**config.mk**
```make
export PLATFORM = sky130hd
export DESIGN_NAME = ctx_ibtb
export DESIGN_NICKNAME = d
export VERILOG_FILES = /design/src/rtl/ctx_ibtb_pkg.sv /design/src/rtl/ctx_ibtb_ctl.sv /design/src/rtl/ctx_ibtb_store.sv /design/src/rtl/ctx_ibtb_match.sv /design/src/rtl/ctx_ibtb.sv
export SDC_FILE = /design/constraint.sdc
export NUM_CORES = 1
export LEC_CHECK = 0
export BUFFER_PORTS_ARGS = -buffer_cell sky130_fd_sc_hd__buf_2
export CAP_MARGIN = 15
export CORE_UTILIZATION = 63
export CTS_BUF_LIST = sky130_fd_sc_hd__clkbuf_4 sky130_fd_sc_hd__clkbuf_8
export CTS_CLUSTER_SIZE = 12
export DETAILED_ROUTE_END_ITERATION = 8
export PLACE_DENSITY_LB_ADDON = 0.3
export SKIP_CTS_REPAIR_TIMING = 1
export SKIP_LAST_GASP = 1
export SYNTH_ARGS = -nofsm -noshare
export SYNTH_HDL_FRONTEND = slang
export SYNTH_SLANG_ARGS = --single-unit
```
**constraint.sdc**
```tcl
create_clock -name clk -period 5.5 [get_ports clk]
set_input_delay 0.275 -clock clk [delete_from_list [all_inputs] [get_ports clk]]
set_output_delay 0.275 -clock clk [all_outputs]
set_load 0.01 [all_outputs]
```
**src/rtl/ctx_ibtb_pkg.sv**
```systemverilog
// Shared types for the context-tagged indirect target buffer.
package ctx_ibtb_pkg;
    // How tag isolation is decided: from configuration inputs, or forced on.
    typedef enum logic {
        ISO_CFG    = 1'b0,
        ISO_FORCED = 1'b1
    } iso_policy_e;
endpackage

```
**src/rtl/ctx_ibtb_ctl.sv**
```systemverilog
// Isolation and sanitize control.
// Turns the transition pulse, the barrier command and the configuration
// bits into one flush strobe and the effective tag-check enables.
// Assumes all inputs are synchronous to the buffer clock.
module ctx_ibtb_ctl
    import ctx_ibtb_pkg::*;
#(
    parameter iso_policy_e POLICY = ISO_CFG
) (
    input  logic cfg_mode_iso,
    input  logic cfg_thread_iso,
    input  logic cfg_switch_flush_en,
    input  logic ctx_switch,
    input  logic sw_barrier,
    output logic flush,
    output logic mode_chk,
    output logic thread_chk
);
    // Flush request: barrier always, transition only when enabled.
    always_comb flush = sw_barrier | (ctx_switch & cfg_switch_flush_en);

    generate
        if (POLICY == ISO_FORCED) begin : g_forced
            logic unused_cfg;
            assign unused_cfg = cfg_mode_iso ^ cfg_thread_iso;
            // Isolation permanently enforced.
            assign mode_chk   = 1'b1;
            assign thread_chk = 1'b1;
        end else begin : g_cfg
            // Isolation chosen by configuration bits.
            assign mode_chk   = cfg_mode_iso;
            assign thread_chk = cfg_thread_iso;
        end
    endgenerate
endmodule

```
**src/rtl/ctx_ibtb_store.sv**
```systemverilog
// Entry storage for the target buffer.
// Direct-mapped array of DEPTH entries. Valid bits sit in flops with a
// parallel clear, so a whole-array flush takes one edge. The payload has
// no reset and only matters while its valid bit is set. Assumes the caller
// never asks for a write and a flush in the same cycle with the write
// expected to survive: a flush wins.
module ctx_ibtb_store #(
    parameter int IDX_W = 4,
    parameter int TAG_W = 8,
    parameter int TGT_W = 32,
    parameter int TID_W = 1
) (
    input  logic             clk,
    input  logic             rst_n,
    input  logic             flush,
    input  logic             wr_en,
    input  logic [IDX_W-1:0] wr_idx,
    input  logic [TAG_W-1:0] wr_tag,
    input  logic [TGT_W-1:0] wr_tgt,
    input  logic             wr_kmode,
    input  logic [TID_W-1:0] wr_tid,
    input  logic [IDX_W-1:0] rd_idx,
    output logic             rd_valid,
    output logic [TAG_W-1:0] rd_tag,
    output logic [TGT_W-1:0] rd_tgt,
    output logic             rd_kmode,
    output logic [TID_W-1:0] rd_tid
);
    localparam int DEPTH = 1 << IDX_W;

    logic [DEPTH-1:0] valid_q;
    logic [TAG_W-1:0] tag_q   [DEPTH];
    logic [TGT_W-1:0] tgt_q   [DEPTH];
    logic             kmode_q [DEPTH];
    logic [TID_W-1:0] tid_q   [DEPTH];

    // Valid bits: reset and flush clear all, a write sets one.
    always_ff @(posedge clk) begin
        if (!rst_n || flush) begin
            valid_q <= '0;
        end else if (wr_en) begin
            valid_q[wr_idx] <= 1'b1;
        end
    end

    // Payload: captured on a write that is not cancelled by a flush.
    always_ff @(posedge clk) begin
        if (rst_n && wr_en && !flush) begin
            tag_q[wr_idx]   <= wr_tag;
            tgt_q[wr_idx]   <= wr_tgt;
            kmode_q[wr_idx] <= wr_kmode;
            tid_q[wr_idx]   <= wr_tid;
        end
    end

    // Read port: asynchronous select of the indexed entry.
    always_comb begin
        rd_valid = valid_q[rd_idx];
        rd_tag   = tag_q[rd_idx];
        rd_tgt   = tgt_q[rd_idx];
        rd_kmode = kmode_q[rd_idx];
        rd_tid   = tid_q[rd_idx];
    end
endmodule

```
**src/rtl/ctx_ibtb_match.sv**
```systemverilog
// Hit decision for one lookup.
// Compares the read entry against the lookup tag and context. A flush in
// the same cycle masks the hit. A miss forces the target to zero.
module ctx_ibtb_match #(
    parameter int TAG_W = 8,
    parameter int TGT_W = 32,
    parameter int TID_W = 1
) (
    input  logic             rd_valid,
    input  logic [TAG_W-1:0] rd_tag,
    input  logic [TGT_W-1:0] rd_tgt,
    input  logic             rd_kmode,
    input  logic [TID_W-1:0] rd_tid,
    input  logic [TAG_W-1:0] lk_tag,
    input  logic             lk_kmode,
    input  logic [TID_W-1:0] lk_tid,
    input  logic             mode_chk,
    input  logic             thread_chk,
    input  logic             flush,
    output logic             hit,
    output logic [TGT_W-1:0] target
);
    logic tag_ok, mode_ok, thread_ok;

    // Per-field agreement; a disabled context check always agrees.
    always_comb begin
        tag_ok    = (rd_tag == lk_tag);
        mode_ok   = !mode_chk   || (rd_kmode == lk_kmode);
        thread_ok = !thread_chk || (rd_tid == lk_tid);
    end

    // Final hit and zeroed target on a miss.
    always_comb begin
        hit    = rd_valid && tag_ok && mode_ok && thread_ok && !flush;
        target = hit ? rd_tgt : '0;
    end
endmodule

```
**src/rtl/ctx_ibtb.sv**
```systemverilog
// Context-tagged indirect branch target buffer, top level.
// Splits PCs into index and tag, routes the update port into storage, and
// joins the control and match logic. Lookups are combinational from the
// stored state. Assumes PCs are at least 4-byte aligned (bits below IDX_LSB
// are ignored).
module ctx_ibtb
    import ctx_ibtb_pkg::*;
#(
    parameter int          PC_W    = 32,
    parameter int          TGT_W   = 32,
    parameter int          IDX_W   = 4,
    parameter int          TAG_W   = 8,
    parameter int          IDX_LSB = 2,
    parameter int          TID_W   = 1,
    parameter iso_policy_e POLICY  = ISO_CFG
) (
    input  logic             clk,
    input  logic             rst_n,
    input  logic [PC_W-1:0]  lk_pc,
    input  logic             lk_kmode,
    input  logic [TID_W-1:0] lk_tid,
    output logic             lk_hit,
    output logic [TGT_W-1:0] lk_target,
    input  logic             up_en,
    input  logic [PC_W-1:0]  up_pc,
    input  logic [TGT_W-1:0] up_target,
    input  logic             up_kmode,
    input  logic [TID_W-1:0] up_tid,
    input  logic             ctx_switch,
    input  logic             sw_barrier,
    input  logic             cfg_mode_iso,
    input  logic             cfg_thread_iso,
    input  logic             cfg_switch_flush_en
);
    localparam int TAG_LSB = IDX_LSB + IDX_W;
    localparam int TAG_MSB = TAG_LSB + TAG_W - 1;

    logic [IDX_W-1:0] lk_idx, up_idx;
    logic [TAG_W-1:0] lk_tag, up_tag;
    logic             flush, mode_chk, thread_chk;
    logic             rd_valid, rd_kmode;
    logic [TAG_W-1:0] rd_tag;
    logic [TGT_W-1:0] rd_tgt;
    logic [TID_W-1:0] rd_tid;
    logic             unused_pc_bits;

    // PC field extraction for both ports.
    always_comb begin
        lk_idx = lk_pc[IDX_LSB +: IDX_W];
        lk_tag = lk_pc[TAG_LSB +: TAG_W];
        up_idx = up_pc[IDX_LSB +: IDX_W];
        up_tag = up_pc[TAG_LSB +: TAG_W];
    end

    assign unused_pc_bits = ^{lk_pc[IDX_LSB-1:0], lk_pc[PC_W-1:TAG_MSB+1],
                              up_pc[IDX_LSB-1:0], up_pc[PC_W-1:TAG_MSB+1]};

    ctx_ibtb_ctl #(.POLICY(POLICY)) u_ctl (
        .cfg_mode_iso        (cfg_mode_iso),
        .cfg_thread_iso      (cfg_thread_iso),
        .cfg_switch_flush_en (cfg_switch_flush_en),
        .ctx_switch          (ctx_switch),
        .sw_barrier          (sw_barrier),
        .flush               (flush),
        .mode_chk            (mode_chk),
        .thread_chk          (thread_chk)
    );

    ctx_ibtb_store #(
        .IDX_W(IDX_W), .TAG_W(TAG_W), .TGT_W(TGT_W), .TID_W(TID_W)
    ) u_store (
        .clk      (clk),
        .rst_n    (rst_n),
        .flush    (flush),
        .wr_en    (up_en),
        .wr_idx   (up_idx),
        .wr_tag   (up_tag),
        .wr_tgt   (up_target),
        .wr_kmode (up_kmode),
        .wr_tid   (up_tid),
        .rd_idx   (lk_idx),
        .rd_valid (rd_valid),
        .rd_tag   (rd_tag),
        .rd_tgt   (rd_tgt),
        .rd_kmode (rd_kmode),
        .rd_tid   (rd_tid)
    );

    ctx_ibtb_match #(
        .TAG_W(TAG_W), .TGT_W(TGT_W), .TID_W(TID_W)
    ) u_match (
        .rd_valid   (rd_valid),
        .rd_tag     (rd_tag),
        .rd_tgt     (rd_tgt),
        .rd_kmode   (rd_kmode),
        .rd_tid     (rd_tid),
        .lk_tag     (lk_tag),
        .lk_kmode   (lk_kmode),
        .lk_tid     (lk_tid),
        .mode_chk   (mode_chk),
        .thread_chk (thread_chk),
        .flush      (flush),
        .hit        (lk_hit),
        .target     (lk_target)
    );
endmodule

```
==> results of run 1 <==
==> kinds of logic (layout without fill, tap and decap cells) <==
group,Yosys count,after routing
and+or+nand+nor,113,113
buffers and inverters,66,353
AOI/OAI and AO/OA,34,34
xor gates and xnor gates,9,9
DFF,688,688
muxes,228,228
==> power breakdown <==
part / leakage, uW / total, uW / switching [uW] / internal [uW]
sequential: 0.00617 / 5790 / 6.73 / 5780
clock: 0.00101 / 3840 / 1830 / 2020
combinational: 0.00263 / 548 / 318 / 229
==> how the worst min path moves through the flow <==
stage                                 endpoint  depth (start not counted)
after floorplan             u_store.kmode_q[0]                          0
after global placement     u_store.valid_q[15]                          1
after detailed placement    u_store.valid_q[4]                          1
after CTS                  u_store.tgt_q[4][0]                          1
after global routing      u_store.tgt_q[4][25]                          1
final                     u_store.tgt_q[2][22]                          1
==> routing by layer <==
metal,up-vias,wire length (um),GRT usage (%)
li1,5326,-,-
met5,-,27,0
met1,6667,22200,38.7
met2,732,27300,41.0
met3,102,5080,4.97
met4,4,1200,9.86
==> layout make-up <==
type	count	area (um^2)
Timing Repair Buffer	170	1140
Tap cell	539	674
Clock buffer	136	1680
Inverter	2	7.51
Clock inverter	45	209
Fill cell	2333	11700
Sequential cell	688	20500
Multi-Input combinational cell	384	6080
==> sequential cells by signal, indices dropped and copies added (netlist names) <==
signal,flops
u_store.tid_q,16
u_store.valid_q,16
u_store.kmode_q,16
u_store.tag_q,128
u_store.tgt_q,512
==> Yosys cell counts, types with 3 or more instances <==
cell / number / share of area [%]
a21o_1: 17 / 0.48
buf_6: 7 / 0.29
dfxtp_1: 16 / 1.2
nand3_1: 3 / 0.056
mux2i_1: 24 / 0.90
clkbuf_1: 34 / 0.48
nand3b_1: 4 / 0.11
nand2b_1: 3 / 0.070
xnor2_1: 8 / 0.26
buf_2: 17 / 0.32
nand2_1: 38 / 0.53
nor2_1: 15 / 0.21
buf_12: 3 / 0.22
nor3_1: 4 / 0.075
edfxtp_1: 672 / 75
mux4_2: 200 / 17
nor4_2: 30 / 1.4
nor2b_1: 3 / 0.070
==> worst max-delay path, delay by kind of cell (launching register included) <==
family | cells | cell delay [ns]
flip-flops | 1 | 0.37
AO/OA/AOI/OAI | 1 | 0.28
multiplexers | 1 | 0.49
buffers and inverters | 2 | 0.65
AND/OR/NAND/NOR | 4 | 1.39
==> placed cells by master, fill, tap and decap left out, types with 30 or more instances in the layout <==
master / netlist / layout
buf_2: 17 / 97
buf_4: 2 / 37
clkbuf_4: 0 / 31
clkbuf_8: 0 / 105
clkinv_1: 1 / 34
dlygate4sd3_1: 0 / 33
edfxtp_1: 672 / 672
mux4_2: 200 / 200
nand2_1: 38 / 38
nor4_2: 30 / 30
==> stage by stage <==
step,util (%),worst slack [ns],total power [uW],hold WS [ns]
after floorplan,-,1.02,6240,0.374
after global placement,66.9,1.48,6410,0.428
after detailed placement,66.9,1.48,6430,0.433
after CTS,71.4,1.37,10200,-0.0581
after global routing,72.2,1.25,10500,0.000543
final,72.2,1.41,10200,0.00669
==> flow_metrics.py, run 1 <==
metrics = {
    "setup_path": {
        "max_stage_delay_ns": 0.49,
        "reg2reg_slack_ns": 4.90,
        "reg2reg_depth": 1,
        "r2r-end": "u_store.valid_q[8]",
        "cp-end-kind": "output port",
        "worstPathMaxFanout": 19,
        "worstPathCellList": "mux4_1 > nor2b_1 > or3_1 > a31oi_2 > nand4_4 > buf_4 > nor4_1 > buf_2",
        "start_kind": "register",
        "critPathRequiredTime_ns": 5.22,
        "crit_start": "u_store.tag_q[4][6]",
        "crit_end": "lk_target[0]",
        "critical-path-slowest-cell": "mux4_1",
        "arrival_ns": 3.82,
        "r2r_start": "u_store.valid_q[8]",
        "critical_path_class": "reg -> out",
    },
    "layout": {
        "final_area_mm2": 0.0303,
        "layout-drive-gt1-share_pct": 38.0,
        "synthToLayoutAreaGrowth_pct": 12.9,
        "antennaDiodeCount": 0,
        "layout.nets": 1457,
        "final_cells": 1964,
    },
    "clock_tree": {
        "path_clk_slew_ns": 0.06,
        "clock-sinks": 688,
        "cts_tree": "built",
        "root_buffer": "clkbuf_8",
        "clock_latency_ns": 0.66,
        "clockBufferDepth": 3,
        "htreeDepth": 3,
        "cts_made_buffers": 103,
    },
    "detailed_routing": {
        "via_count": 12831,
        "antenna_left": 0,
        "wl_per_cell_um": 28.4,
        "post-route-drc-count": 0,
        "first_pass_iters": 5,
        "viasPerCell": 6.53,
        "wl_mm": 55.8,
        "dr.first_iter.drc_count": 1472,
    },
    "synthesis": {
        "ys_seq_area_share_pct": 76.4,
        "yosys.area_share.simple_pct": 2.92,
        "syn_inst": 1138,
        "synth_area_mm2": 0.0268,
        "synth_edf_count": 672,
        "synth_top_family_by_area": "multiplexers",
        "ys_types": 49,
        "synth_flop_cell": "edfxtp_1",
        "synth.mux.area_fraction_pct": 18.0,
        "async_flop_share_pct": 0,
        "yosys_warnings": 0,
        "syn_avg_cell_area_um2": 23.6,
        "synthAdderAreaFrac_pct": 0,
        "syn_nets": 1246,
        "synth_seq_cells": 688,
        "synth_xor_xnor_area_share_pct": 0.294,
        "synth-compound-area-share_pct": 0.989,
    },
    "global_routing": {
        "grt_pass1_wl_mm": 82.1,
        "first_global_vias": 13153,
        "track_usage_pct": 26.6,
        "grt_max_degree": 70,
        "grt-ovfl-total": 0,
        "antenna_found_initial": 2,
    },
    "worst_hold_path": {
        "hold_path.class": "in -> reg",
        "hp-start": "up_target[22]",
    },
    "die": {
        "coreArea_mm2": 0.0419,
        "fp.dieW_um": 208,
        "die_area_mm2": 0.0434,
        "initial_core_util_pct": 64.0,
        "die_h_um": 208,
        "rows": 75,
        "io_pins": 141,
    },
    "timing": {
        "fin_setup_tns_ns": 0,
        "worst_pin_slew_ns": 1.06,
        "relSlewSlack_pct": 29.0,
        "finalCritPeriodShare_pct": 74.4,
        "slew_viol_final": 0,
        "finalSetupViolations": 0,
        "final.setup_skew_ns": 0,
        "period_needed_ns": 4.09,
        "max_freq_mhz": 244,
        "rsz0062_at_grt": "no",
        "hold_violations": 0,
    },
    "place": {
        "io_buffers": 100,
        "post_dp_cell_area_mm2": 0.0281,
        "dpl.hpwl_mm": 29.0,
        "place_congestion": 0.722,
        "place_inst": 1749,
    },
    "job": {
        "cap_violations": 0,
    },
    "power_and_ir_drop": {
        "leakage_uw": 0.00981,
        "ir_worst_vdd_mv": 0.197,
        "cellPowerDensity_mw_per_mm2": 336,
    },
    "status": {
        "status": "complete, no violations",
    },
}
Note: power is estimated with default switching activity, not from simulation.
==> run 2: changes to the inputs <==
==> constraint.sdc (replaced) <==
create_clock -name clk -period 4.3 [get_ports clk]
set_input_delay 0.215 -clock clk [delete_from_list [all_inputs] [get_ports clk]]
set_output_delay 0.215 -clock clk [all_outputs]
set_load 0.01 [all_outputs]
==> flow_metrics.py, run 2 (synthesized netlist as in run 1, its figures left out) <==
metrics = {
    "detailed_routing": {
        "dr.first_iter.drc_count": 1310,
        "wl_mm": 55.9,
        "post-route-drc-count": 0,
        "antenna_left": 0,
        "wl_per_cell_um": 28.3,
        "viasPerCell": 6.49,
        "first_pass_iters": 5,
        "via_count": 12839,
    },
    "worst_hold_path": {
        "hp-start": "up_pc[2]",
        "whs_endpoint": "u_store.tgt_q[0][5]",
        "whs_path_depth": 3,
        "hold_path.class": "in -> reg",
    },
    "global_routing": {
        "grt_max_degree": 69,
        "first_global_vias": 13159,
        "grt-ovfl-total": 0,
        "track_usage_pct": 26.6,
        "antenna_found_initial": 2,
        "grt_pass1_wl_mm": 82.2,
    },
    "setup_path": {
        "reg2reg_slack_ns": 3.72,
        "cp-end-kind": "output port",
        "reg2reg_depth": 1,
        "critical-path-slowest-cell": "nand4_4",
        "critPathRequiredTime_ns": 4.09,
        "max_stage_delay_ns": 0.51,
        "arrival_ns": 3.58,
        "r2r-end": "u_store.valid_q[15]",
        "r2r_start": "u_store.valid_q[15]",
        "worstPathCellList": "mux4_2 > xnor2_1 > nand3_1 > a2111oi_2 > nand4_4 > buf_12 > nor4_2 > buf_2",
        "critical_path_class": "reg -> out",
        "start_kind": "register",
        "worstPathMaxFanout": 18,
    },
    "layout": {
        "synthToLayoutAreaGrowth_pct": 14.4,
        "multi_input_comb_area_mm2": 0.00611,
        "final_cell_mix": "edfxtp_1, mux4_2, clkbuf_8, buf_2, dlygate4sd3_1",
        "final_common_cell": "edfxtp_1",
        "final_cells": 1977,
        "seq_area_mm2": 0.0205,
        "largest_reg_flops": 512,
        "layout.nets": 1467,
        "final_area_mm2": 0.0307,
        "layout-drive-gt1-share_pct": 38.7,
        "fill_cells": 2260,
        "reg_top3": "u_store.tgt_q: 512 flops, u_store.tag_q: 128 flops",
        "regMostFlops": "u_store.tgt_q",
        "finish.utilization_pct": 73.1,
    },
    "timing": {
        "final.setup_skew_ns": 0,
        "finalSetupViolations": 0,
        "hold_violations": 0,
        "period_needed_ns": 3.80,
        "relSlewSlack_pct": 34.4,
        "slew_viol_final": 0,
        "fin_setup_tns_ns": 0,
        "finalCritPeriodShare_pct": 88.3,
        "worst_pin_slew_ns": 0.985,
        "rsz0062_at_grt": "no",
        "max_freq_mhz": 263,
        "setup_slack_ns": 0.503,
    },
    "clock_tree": {
        "htreeDepth": 3,
        "path_clk_slew_ns": 0.06,
        "clock-sinks": 688,
        "cts_tree": "built",
        "root_buffer": "clkbuf_8",
        "clockBufferDepth": 3,
        "clock_latency_ns": 0.66,
        "cts_made_buffers": 103,
    },
    "die": {
        "coreArea_mm2": 0.0419,
        "io_pins": 141,
        "die_area_mm2": 0.0434,
        "initial_core_util_pct": 64.0,
        "die_h_um": 208,
        "rows": 75,
        "fp.dieW_um": 208,
    },
    "place": {
        "dpl.hpwl_mm": 29.8,
        "post_dp_cell_area_mm2": 0.0283,
        "place_inst": 1751,
        "pre_cts_ws_ns": 0.749,
        "place_congestion": 0.739,
        "io_buffers": 100,
    },
    "status": {
        "status": "complete, no violations",
    },
    "job": {
        "cap_violations": 0,
    },
    "power_and_ir_drop": {
        "ir_worst_vdd_mv": 0.324,
        "cellPowerDensity_mw_per_mm2": 430,
        "leakage_uw": 0.00994,
    },
}
## run 2: cell types whose count changed in the layout (fill, tap and decap cells not counted), moves of 4 or more
cell and change:
clkinv_1 -13, buf_12 +14, clkinvlp_4 +4, buf_4 -13, dlygate4sd3_1 +9, nor3_2 -4, clkbuf_4 +9, clkinv_2 -4
nor3_4 +4
## run 2: worst max-delay path by stage
stage	start	to	slack [ns]	cells past startpoint
finish	u_store.tag_q[15][4]	lk_target[30]	0.50	8
global route	u_store.tag_q[15][4]	lk_target[15]	0.28	8
CTS	u_store.tag_q[15][4]	lk_target[28]	0.43	8
detailed placement	lk_pc[3]	lk_target[28]	0.75	9
global placement	lk_pc[3]	lk_target[31]	0.78	9
floorplan	ctx_switch	u_store.kmode_q[6]	1.02	5
## run 2: cell type report
cell class | instances | share of cell area [%]
sequential | 688 | 66.8
multi-input combinational | 384 | 19.9
clock buffer | 145 | 5.69
timing repair buffer | 180 | 4.60
tap | 539 | 2.20
clock inverter | 36 | 0.746
inverter | 2 | 0.0245
antenna | 3 | 0.0245
## run 2: per-stage QoR
stage	power, uW	hold WS (ns)
3_3_place_gp	8210	0.428
3_5_place_dp	8230	0.440
6_report	13200	0.320
2_1_floorplan	7980	0.314
5_1_grt	13600	0.315
4_1_cts	13200	-0.129
## run 2: critical path: cells and delay by family, from the launching register on
family / cells / cell delay, ns
xor gates and xnor gates: 1 / 0.19
DFF: 1 / 0.37
and+or+nand+nor: 3 / 0.91
muxes: 1 / 0.50
buffers and inverters: 2 / 0.53
AOI/OAI and AO/OA: 1 / 0.41
## run 2: report_power, final
group	internal [uW]	switching (uW)	leakage [uW]
sequential	7390	8.79	0.00617
clock	2730	2340	0.00104
combinational	305	412	0.00273
total	10400	2760	0.00994
## run 2: layer usage
layer,track usage [%],vias up,share of wire (%)
met3,6.16,97,9.2
met5,0,-,0
met2,41.8,671,49
met4,9.20,0,2.1
met1,37.6,6726,40
li1,-,5345,-
